==> config.mk <==
export PLATFORM = sky130hd
export DESIGN_NAME = gpio_bank
export DESIGN_NICKNAME = d
export VERILOG_FILES = /design/src/rtl/gpio_pkg.sv /design/src/rtl/gpio_sampler.sv /design/src/rtl/gpio_regfile.sv /design/src/rtl/gpio_bank.sv
export SDC_FILE = /design/constraint.sdc
export NUM_CORES = 1
export LEC_CHECK = 0
export CELL_PAD_IN_SITES_DETAIL_PLACEMENT = 1
export CELL_PAD_IN_SITES_GLOBAL_PLACEMENT = 2
export CORE_MARGIN = 5
export CORE_UTILIZATION = 45
export CTS_BUF_LIST = sky130_fd_sc_hd__clkbuf_8
export DETAILED_ROUTE_END_ITERATION = 8
export DONT_BUFFER_PORTS = 1
export GPL_TIMING_DRIVEN = 0
export PLACE_DENSITY = 0.82
export SLEW_MARGIN = 15
export SYNTH_ARGS = -nofsm -noshare
export SYNTH_HDL_FRONTEND = slang
export SYNTH_HIERARCHICAL = 1
export SYNTH_SLANG_ARGS = --single-unit
==> constraint.sdc <==
create_clock -name clk -period 4.45 [get_ports clk]
set_input_delay 0.2225 -clock clk [delete_from_list [all_inputs] [get_ports clk]]
set_output_delay 0.2225 -clock clk [all_outputs]
set_load 0.05 [all_outputs]
==> src/rtl/gpio_pkg.sv <==
package gpio_pkg;
    localparam int GPIO_DW    = 32;
    localparam int GPIO_AW    = 12;
    localparam int CTRL_W     = 3;
    localparam int DIV_CNT_W  = 3;

    localparam logic [GPIO_AW-1:0] OFF_SYSCFG = 12'h010;
    localparam logic [GPIO_AW-1:0] OFF_CTRL   = 12'h030;
    localparam logic [GPIO_AW-1:0] OFF_DIR    = 12'h034;
    localparam logic [GPIO_AW-1:0] OFF_DIN    = 12'h038;
    localparam logic [GPIO_AW-1:0] OFF_DOUT   = 12'h03C;
    localparam logic [GPIO_AW-1:0] OFF_CLR    = 12'h090;
    localparam logic [GPIO_AW-1:0] OFF_SET    = 12'h094;

    localparam int SYSCFG_WAKE_BIT = 2;

    typedef enum logic [0:0] {
        ST_RUNNING = 1'b0,
        ST_HALTED  = 1'b1
    } samp_state_t;
endpackage

==> src/rtl/gpio_sampler.sv <==
module gpio_sampler
    import gpio_pkg::*;
#(
    parameter int DW          = GPIO_DW,
    parameter int SYNC_STAGES = 2
) (
    input  logic          clk,
    input  logic          rst_n,
    input  logic          halt,
    input  logic [1:0]    ratio,
    input  logic [DW-1:0] pin_in,
    output logic [DW-1:0] din_q
);
    localparam int LAST = SYNC_STAGES - 1;

    samp_state_t state_q, state_d;
    logic [DW-1:0]        sync_q [SYNC_STAGES];
    logic [DIV_CNT_W-1:0] cnt_q;
    logic [DIV_CNT_W-1:0] mask;
    logic                 tick;
    logic                 cap_en;
    logic                 cnt_clr;

    always_ff @(posedge clk or negedge rst_n) begin
        if (!rst_n) begin
            for (int i = 0; i < SYNC_STAGES; i++) sync_q[i] <= '0;
        end else begin
            sync_q[0] <= pin_in;
            for (int i = 1; i < SYNC_STAGES; i++) sync_q[i] <= sync_q[i-1];
        end
    end

    always_comb begin
        state_d = state_q;
        unique case (state_q)
            ST_RUNNING: if (halt)  state_d = ST_HALTED;
            ST_HALTED:  if (!halt) state_d = ST_RUNNING;
            default:               state_d = ST_RUNNING;
        endcase
    end

    always_ff @(posedge clk or negedge rst_n) begin
        if (!rst_n) state_q <= ST_RUNNING;
        else        state_q <= state_d;
    end

    always_comb begin
        mask = DIV_CNT_W'((1 << ratio) - 1);
        tick = ((cnt_q & mask) == mask);
        cap_en  = 1'b0;
        cnt_clr = 1'b0;
        unique case (state_q)
            ST_RUNNING: cap_en  = tick;
            ST_HALTED:  cnt_clr = 1'b1;
            default:    cnt_clr = 1'b1;
        endcase
    end

    always_ff @(posedge clk or negedge rst_n) begin
        if (!rst_n)       cnt_q <= '0;
        else if (cnt_clr) cnt_q <= '0;
        else              cnt_q <= cnt_q + 1'b1;
    end

    always_ff @(posedge clk or negedge rst_n) begin
        if (!rst_n)      din_q <= '0;
        else if (cap_en) din_q <= sync_q[LAST];
    end

    p_halt_hold_r9: assert property (@(posedge clk) disable iff (!rst_n)
        (state_q == ST_HALTED) |=> $stable(din_q));

    p_ratio0_follow_r7: assert property (@(posedge clk) disable iff (!rst_n)
        (state_q == ST_RUNNING && ratio == 2'd0) |=> (din_q == $past(sync_q[LAST])));
endmodule

==> src/rtl/gpio_regfile.sv <==
module gpio_regfile
    import gpio_pkg::*;
#(
    parameter int DW = GPIO_DW,
    parameter int AW = GPIO_AW
) (
    input  logic              clk,
    input  logic              rst_n,
    input  logic [AW-1:0]     bus_addr,
    input  logic              bus_wr,
    input  logic [DW-1:0]     bus_wdata,
    input  logic              bus_rd,
    output logic [DW-1:0]     bus_rdata,
    input  logic [DW-1:0]     din,
    output logic [DW-1:0]     dir_q,
    output logic [DW-1:0]     dout_q,
    output logic [CTRL_W-1:0] ctrl_q
);
    logic wake_q;
    logic hit_syscfg, hit_ctrl, hit_dir, hit_din, hit_dout, hit_clr, hit_set;
    logic [DW-1:0] rd_mux;

    assign hit_syscfg = (bus_addr == AW'(OFF_SYSCFG));
    assign hit_ctrl   = (bus_addr == AW'(OFF_CTRL));
    assign hit_dir    = (bus_addr == AW'(OFF_DIR));
    assign hit_din    = (bus_addr == AW'(OFF_DIN));
    assign hit_dout   = (bus_addr == AW'(OFF_DOUT));
    assign hit_clr    = (bus_addr == AW'(OFF_CLR));
    assign hit_set    = (bus_addr == AW'(OFF_SET));

    always_ff @(posedge clk or negedge rst_n) begin
        if (!rst_n) begin
            dir_q  <= '1;
            dout_q <= '0;
            ctrl_q <= '0;
            wake_q <= 1'b0;
        end else if (bus_wr) begin
            if (hit_dir)    dir_q  <= bus_wdata;
            if (hit_dout)   dout_q <= bus_wdata;
            if (hit_set)    dout_q <= dout_q | bus_wdata;
            if (hit_clr)    dout_q <= dout_q & ~bus_wdata;
            if (hit_ctrl)   ctrl_q <= bus_wdata[CTRL_W-1:0];
            if (hit_syscfg) wake_q <= bus_wdata[SYSCFG_WAKE_BIT];
        end
    end

    always_comb begin
        rd_mux = '0;
        if (hit_syscfg)                   rd_mux[SYSCFG_WAKE_BIT] = wake_q;
        if (hit_ctrl)                     rd_mux[CTRL_W-1:0] = ctrl_q;
        if (hit_dir)                      rd_mux = dir_q;
        if (hit_din)                      rd_mux = din;
        if (hit_dout || hit_clr || hit_set) rd_mux = dout_q;
    end

    assign bus_rdata = bus_rd ? rd_mux : '0;

    p_set_r3: assert property (@(posedge clk) disable iff (!rst_n)
        (bus_wr && hit_set) |=> ((dout_q & $past(bus_wdata)) == $past(bus_wdata)));

    p_clr_r4: assert property (@(posedge clk) disable iff (!rst_n)
        (bus_wr && hit_clr) |=> ((dout_q & $past(bus_wdata)) == '0));

    p_unmapped_r11: assert property (@(posedge clk) disable iff (!rst_n)
        (bus_rd && !(hit_syscfg || hit_ctrl || hit_dir || hit_din ||
                     hit_dout || hit_clr || hit_set)) |-> (bus_rdata == '0));
endmodule

==> src/rtl/gpio_bank.sv <==
module gpio_bank
    import gpio_pkg::*;
#(
    parameter int DW = GPIO_DW,
    parameter int AW = GPIO_AW
) (
    input  logic          clk,
    input  logic          rst_n,
    input  logic [AW-1:0] bus_addr,
    input  logic          bus_wr,
    input  logic [DW-1:0] bus_wdata,
    input  logic          bus_rd,
    output logic [DW-1:0] bus_rdata,
    input  logic [DW-1:0] pin_in,
    output logic [DW-1:0] pin_out,
    output logic [DW-1:0] pin_oe
);
    logic [DW-1:0]     dir_q;
    logic [DW-1:0]     dout_q;
    logic [DW-1:0]     din_q;
    logic [CTRL_W-1:0] ctrl_q;

    gpio_regfile #(.DW(DW), .AW(AW)) u_regs (
        .clk       (clk),
        .rst_n     (rst_n),
        .bus_addr  (bus_addr),
        .bus_wr    (bus_wr),
        .bus_wdata (bus_wdata),
        .bus_rd    (bus_rd),
        .bus_rdata (bus_rdata),
        .din       (din_q),
        .dir_q     (dir_q),
        .dout_q    (dout_q),
        .ctrl_q    (ctrl_q)
    );

    gpio_sampler #(.DW(DW), .SYNC_STAGES(2)) u_samp (
        .clk    (clk),
        .rst_n  (rst_n),
        .halt   (ctrl_q[0]),
        .ratio  (ctrl_q[2:1]),
        .pin_in (pin_in),
        .din_q  (din_q)
    );

    assign pin_out = dout_q;
    assign pin_oe  = ~dir_q;

    p_oe_r2: assert property (@(posedge clk) disable iff (!rst_n)
        (bus_wr && bus_addr == AW'(OFF_DIR)) |=> (pin_oe == ~$past(bus_wdata)));
endmodule

==> results.py <==
metrics = {
    "route": {
        "first_pass_iters": 5,
        "drt_iter0_markers": 231,
        "drc": 0,
        "wl_microns": 19100,
        "via_per_inst": 5.79,
        "topRoutingLayerUsed": "met4",
        "vias": 4586,
        "wl_per_cell_microns": 24.1,
        "wl_met3_microns": 1210,
        "wl_met1_microns": 7970,
        "dr_wl_met2_microns": 9550,
        "antenna_left": 0,
    },
    "layout": {
        "finalNetCount": 676,
        "post_route_cells_drive_above_1_share": 0.258,
        "final_common_cell": "dfrtp_1",
        "antenna_cells": 0,
        "post-route-util": 0.551,
        "final-instance-count-excl-fill": 792,
        "syn2layout_area_growth_pct": 19.4,
        "final_cell_mix": "136 x dfrtp_1, 67 x dlygate4sd3_1, 61 x mux2_2",
        "stdcell_area_sq_um": 8070,
    },
    "run": {
        "timing.max_cap.violations": 0,
    },
    "power_and_ir_drop": {
        "ir_worst_vdd_mv": 0.266,
        "p_per_area_nw_per_um2": 352,
        "power.internal_uw": 2180,
        "p_leak_uw": 0.00336,
        "p_clk_frac": 0.371,
        "combPwrFrac": 0.061,
        "p_switching_uw": 665,
        "swShare": 0.234,
        "sequentialPowerShare": 0.568,
    },
    "timing": {
        "maxSlewHeadroom": 0.245,
        "hold_viol": 0,
        "skew_ns": 0.0178,
        "post-route-period-util": 0.639,
        "setup_violations": 0,
        "rsz0062_at_grt": "no",
        "setup_tns_ns": 0,
        "final.min_clock_period_ns": 2.84,
        "tightest_slew_ns": 1.13,
        "drv_slew": 0,
        "clock.fmax_ghz": 0.352,
        "postLayoutSetupSlackWorst_ns": 1.61,
    },
    "synth": {
        "ys_ff_latch": 168,
        "ys_seq_area_frac": 0.628,
        "ys_warn_count": 6,
        "synth_area_sq_um": 6760,
        "synth.avg_cell_area_sq_um": 13.3,
        "synthArstFlopShare": 1.00,
        "postSynthCellCount": 508,
        "ys.flop_type": "dfrtp_1",
        "ys_types": 43,
        "synth_edf_count": 0,
        "synthesis.nets": 589,
    },
    "clocking": {
        "cts_root_buffer": "clkbuf_8",
        "clock_sinks": 168,
        "cts_buffers": 17,
        "cts_tree": "yes",
        "clkTransAtPathRegs_ns": 0.08,
        "htreeDepth": 4,
        "max-clock-path-buffers": 2,
        "clock_latency_ns": 0.45,
    },
    "worst_setup_path": {
        "crit_required_ns": 4.23,
        "reg2reg_from": "u_regs/ctrl_q[2]$_DFFE_PN0P_",
        "critPathTopFamily": "compound AO/OA/AOI/OAI gates",
        "end_kind": "output port",
        "reg2reg_depth": 5,
        "slowest_stage": "o2bb2ai_1",
        "rrSetupSlack_ns": 2.65,
        "rr_endpoint": "u_samp/din_q[21]$_DFFE_PN0P_",
        "critPathKind": "input pin to output port",
        "path_common_cell": "buf_2",
        "startpoint_type": "input pin",
        "crit_chain": "nor4_2, and2_1, buf_2, buf_2, a22oi_2, o2bb2ai_1",
        "critPathBufInv": 2,
        "cp_max_fo": 10,
        "cpPeakStageDelay_ns": 0.86,
        "cp.arrival_ns": 2.62,
    },
    "floorplanning": {
        "io_pins": 176,
        "dieWidth_microns": 133,
        "core_region_area_sq_um": 14600,
        "initial_utilization": 0.461,
        "dieArea_sq_um": 17600,
        "num_rows": 44,
        "die_h_microns": 133,
    },
    "placement": {
        "post-place-cells": 692,
        "io_buffers": 0,
        "dp_slack_ns": 1.59,
        "dpl_cell_area_sq_um": 6990,
        "gp_congestion": 0.787,
        "dp.final_hpwl_microns": 12000,
    },
    "worst_hold_path": {
        "hp-class": "input pin to register",
        "min-delay-start": "bus_wdata[8]",
        "hold_path_depth": 3,
        "holdPathEnd": "u_regs/dout_q[8]$_DFFE_PN0P_",
    },
    "global_routing": {
        "grt_remaining_overflow": 0,
        "grt_pass1_vias": 4994,
        "grt_antenna_before_repair": 0,
        "grt_max_degree": 169,
        "grt_first_pass_wirelength_microns": 29900,
        "track_usage": 0.221,
    },
    "run_status": {
        "status": "finished clean",
    },
}
## synth_stat cells, drive strengths merged, types with 2 or more instances
cell type    n  area (sq um)
a21oi        2          10.0
o2bb2ai     29           254
o21ai       35           175
buf         19           124
nor2         8          30.0
nand2       40           150
clkbuf      11          41.3
nor3b        2          20.0
nor2b        4          25.0
nand3        2          10.0
mux2i        2          20.0
mux2        69           777
a22oi       29           268
nor4b        2          23.8
dfstp       32           841
a22o        34           298
nor4         3          25.0
and2         2          12.5
inv         34           128
dfrtp      136          3400
## tightest hold or removal path: stages
cell and delay (ns):
nand2_1 0.03, o21ai_0 0.06, a22o_1 0.13
## metrics by stage
step / hold slack, ns / total power, uW
3_3_place_gp: -0.0633 / 1720
4_1_cts: 0.00131 / 2870
5_1_grt: 0.00161 / 2970
2_1_floorplan: -0.0731 / 1700
6_report: 0.0360 / 2840
3_5_place_dp: -0.0629 / 1730
## cell families after synthesis
group                      share of synthesized area
xor gates and xnor gates                     0.00130
and+or+nand+nor                               0.0502
adders and majority gates                    0.00185
buffers and inverters                         0.0433
AOI/OAI and AO/OA                              0.157
DFF                                            0.628
muxes                                          0.118
## area by class of cell
class / count / area [sq um]
sequential: 168 / 4240
tap: 184 / 230
clock buffer: 18 / 248
buffer: 30 / 165
timing repair buffer: 68 / 698
multi-input combinational: 276 / 2220
fill: 1454 / 6580
inverter: 34 / 128
clock inverter: 14 / 136
## how the worst max path moves through the flow
stage	from	end	slack (ns)	depth (start not counted)
after floorplan	bus_addr[9]	bus_rdata[21]	2.07	6
after global placement	bus_addr[9]	bus_rdata[26]	1.57	6
after detailed placement	bus_addr[9]	bus_rdata[22]	1.59	6
after CTS	bus_addr[9]	bus_rdata[22]	1.59	6
after global routing	bus_addr[9]	bus_rdata[26]	1.45	6
final	bus_addr[9]	bus_rdata[26]	1.61	6
## sequential cells by signal, indices dropped and copies added (netlist names)
signal,count
u_regs/dout_q,32
u_regs/wake_q,1
u_regs/ctrl_q,3
u_samp/din_q,32
u_samp/sync_q,64
u_regs/dir_q,32
u_samp/state_q,1
u_samp/cnt_q,3
## what timing repair did
action,in CTS,in global routing
endpoints found under the hold margin,268,1
endpoints found under the setup margin,0,0
gates resized for setup,0,0
buffers inserted,0,0
hold buffers,67,1
## power by group through the flow
stage / clock (uW) / sequential (uW) / combinational [uW]
floorplan: 0 / 1630 / 69.4
global placement: 0 / 1640 / 77.4
detailed placement: 0 / 1640 / 84.4
CTS: 1080 / 1610 / 174
global route: 1160 / 1620 / 195
finish: 1050 / 1610 / 174
## metal layers
layer / vias to the layer above / track usage
met4: 0 / 0.0733
met5: - / 0
met3: 19 / 0.0687
met1: 2415 / 0.280
met2: 152 / 0.361
li1: 2000 / -
Power figures use the tool's default switching activity.
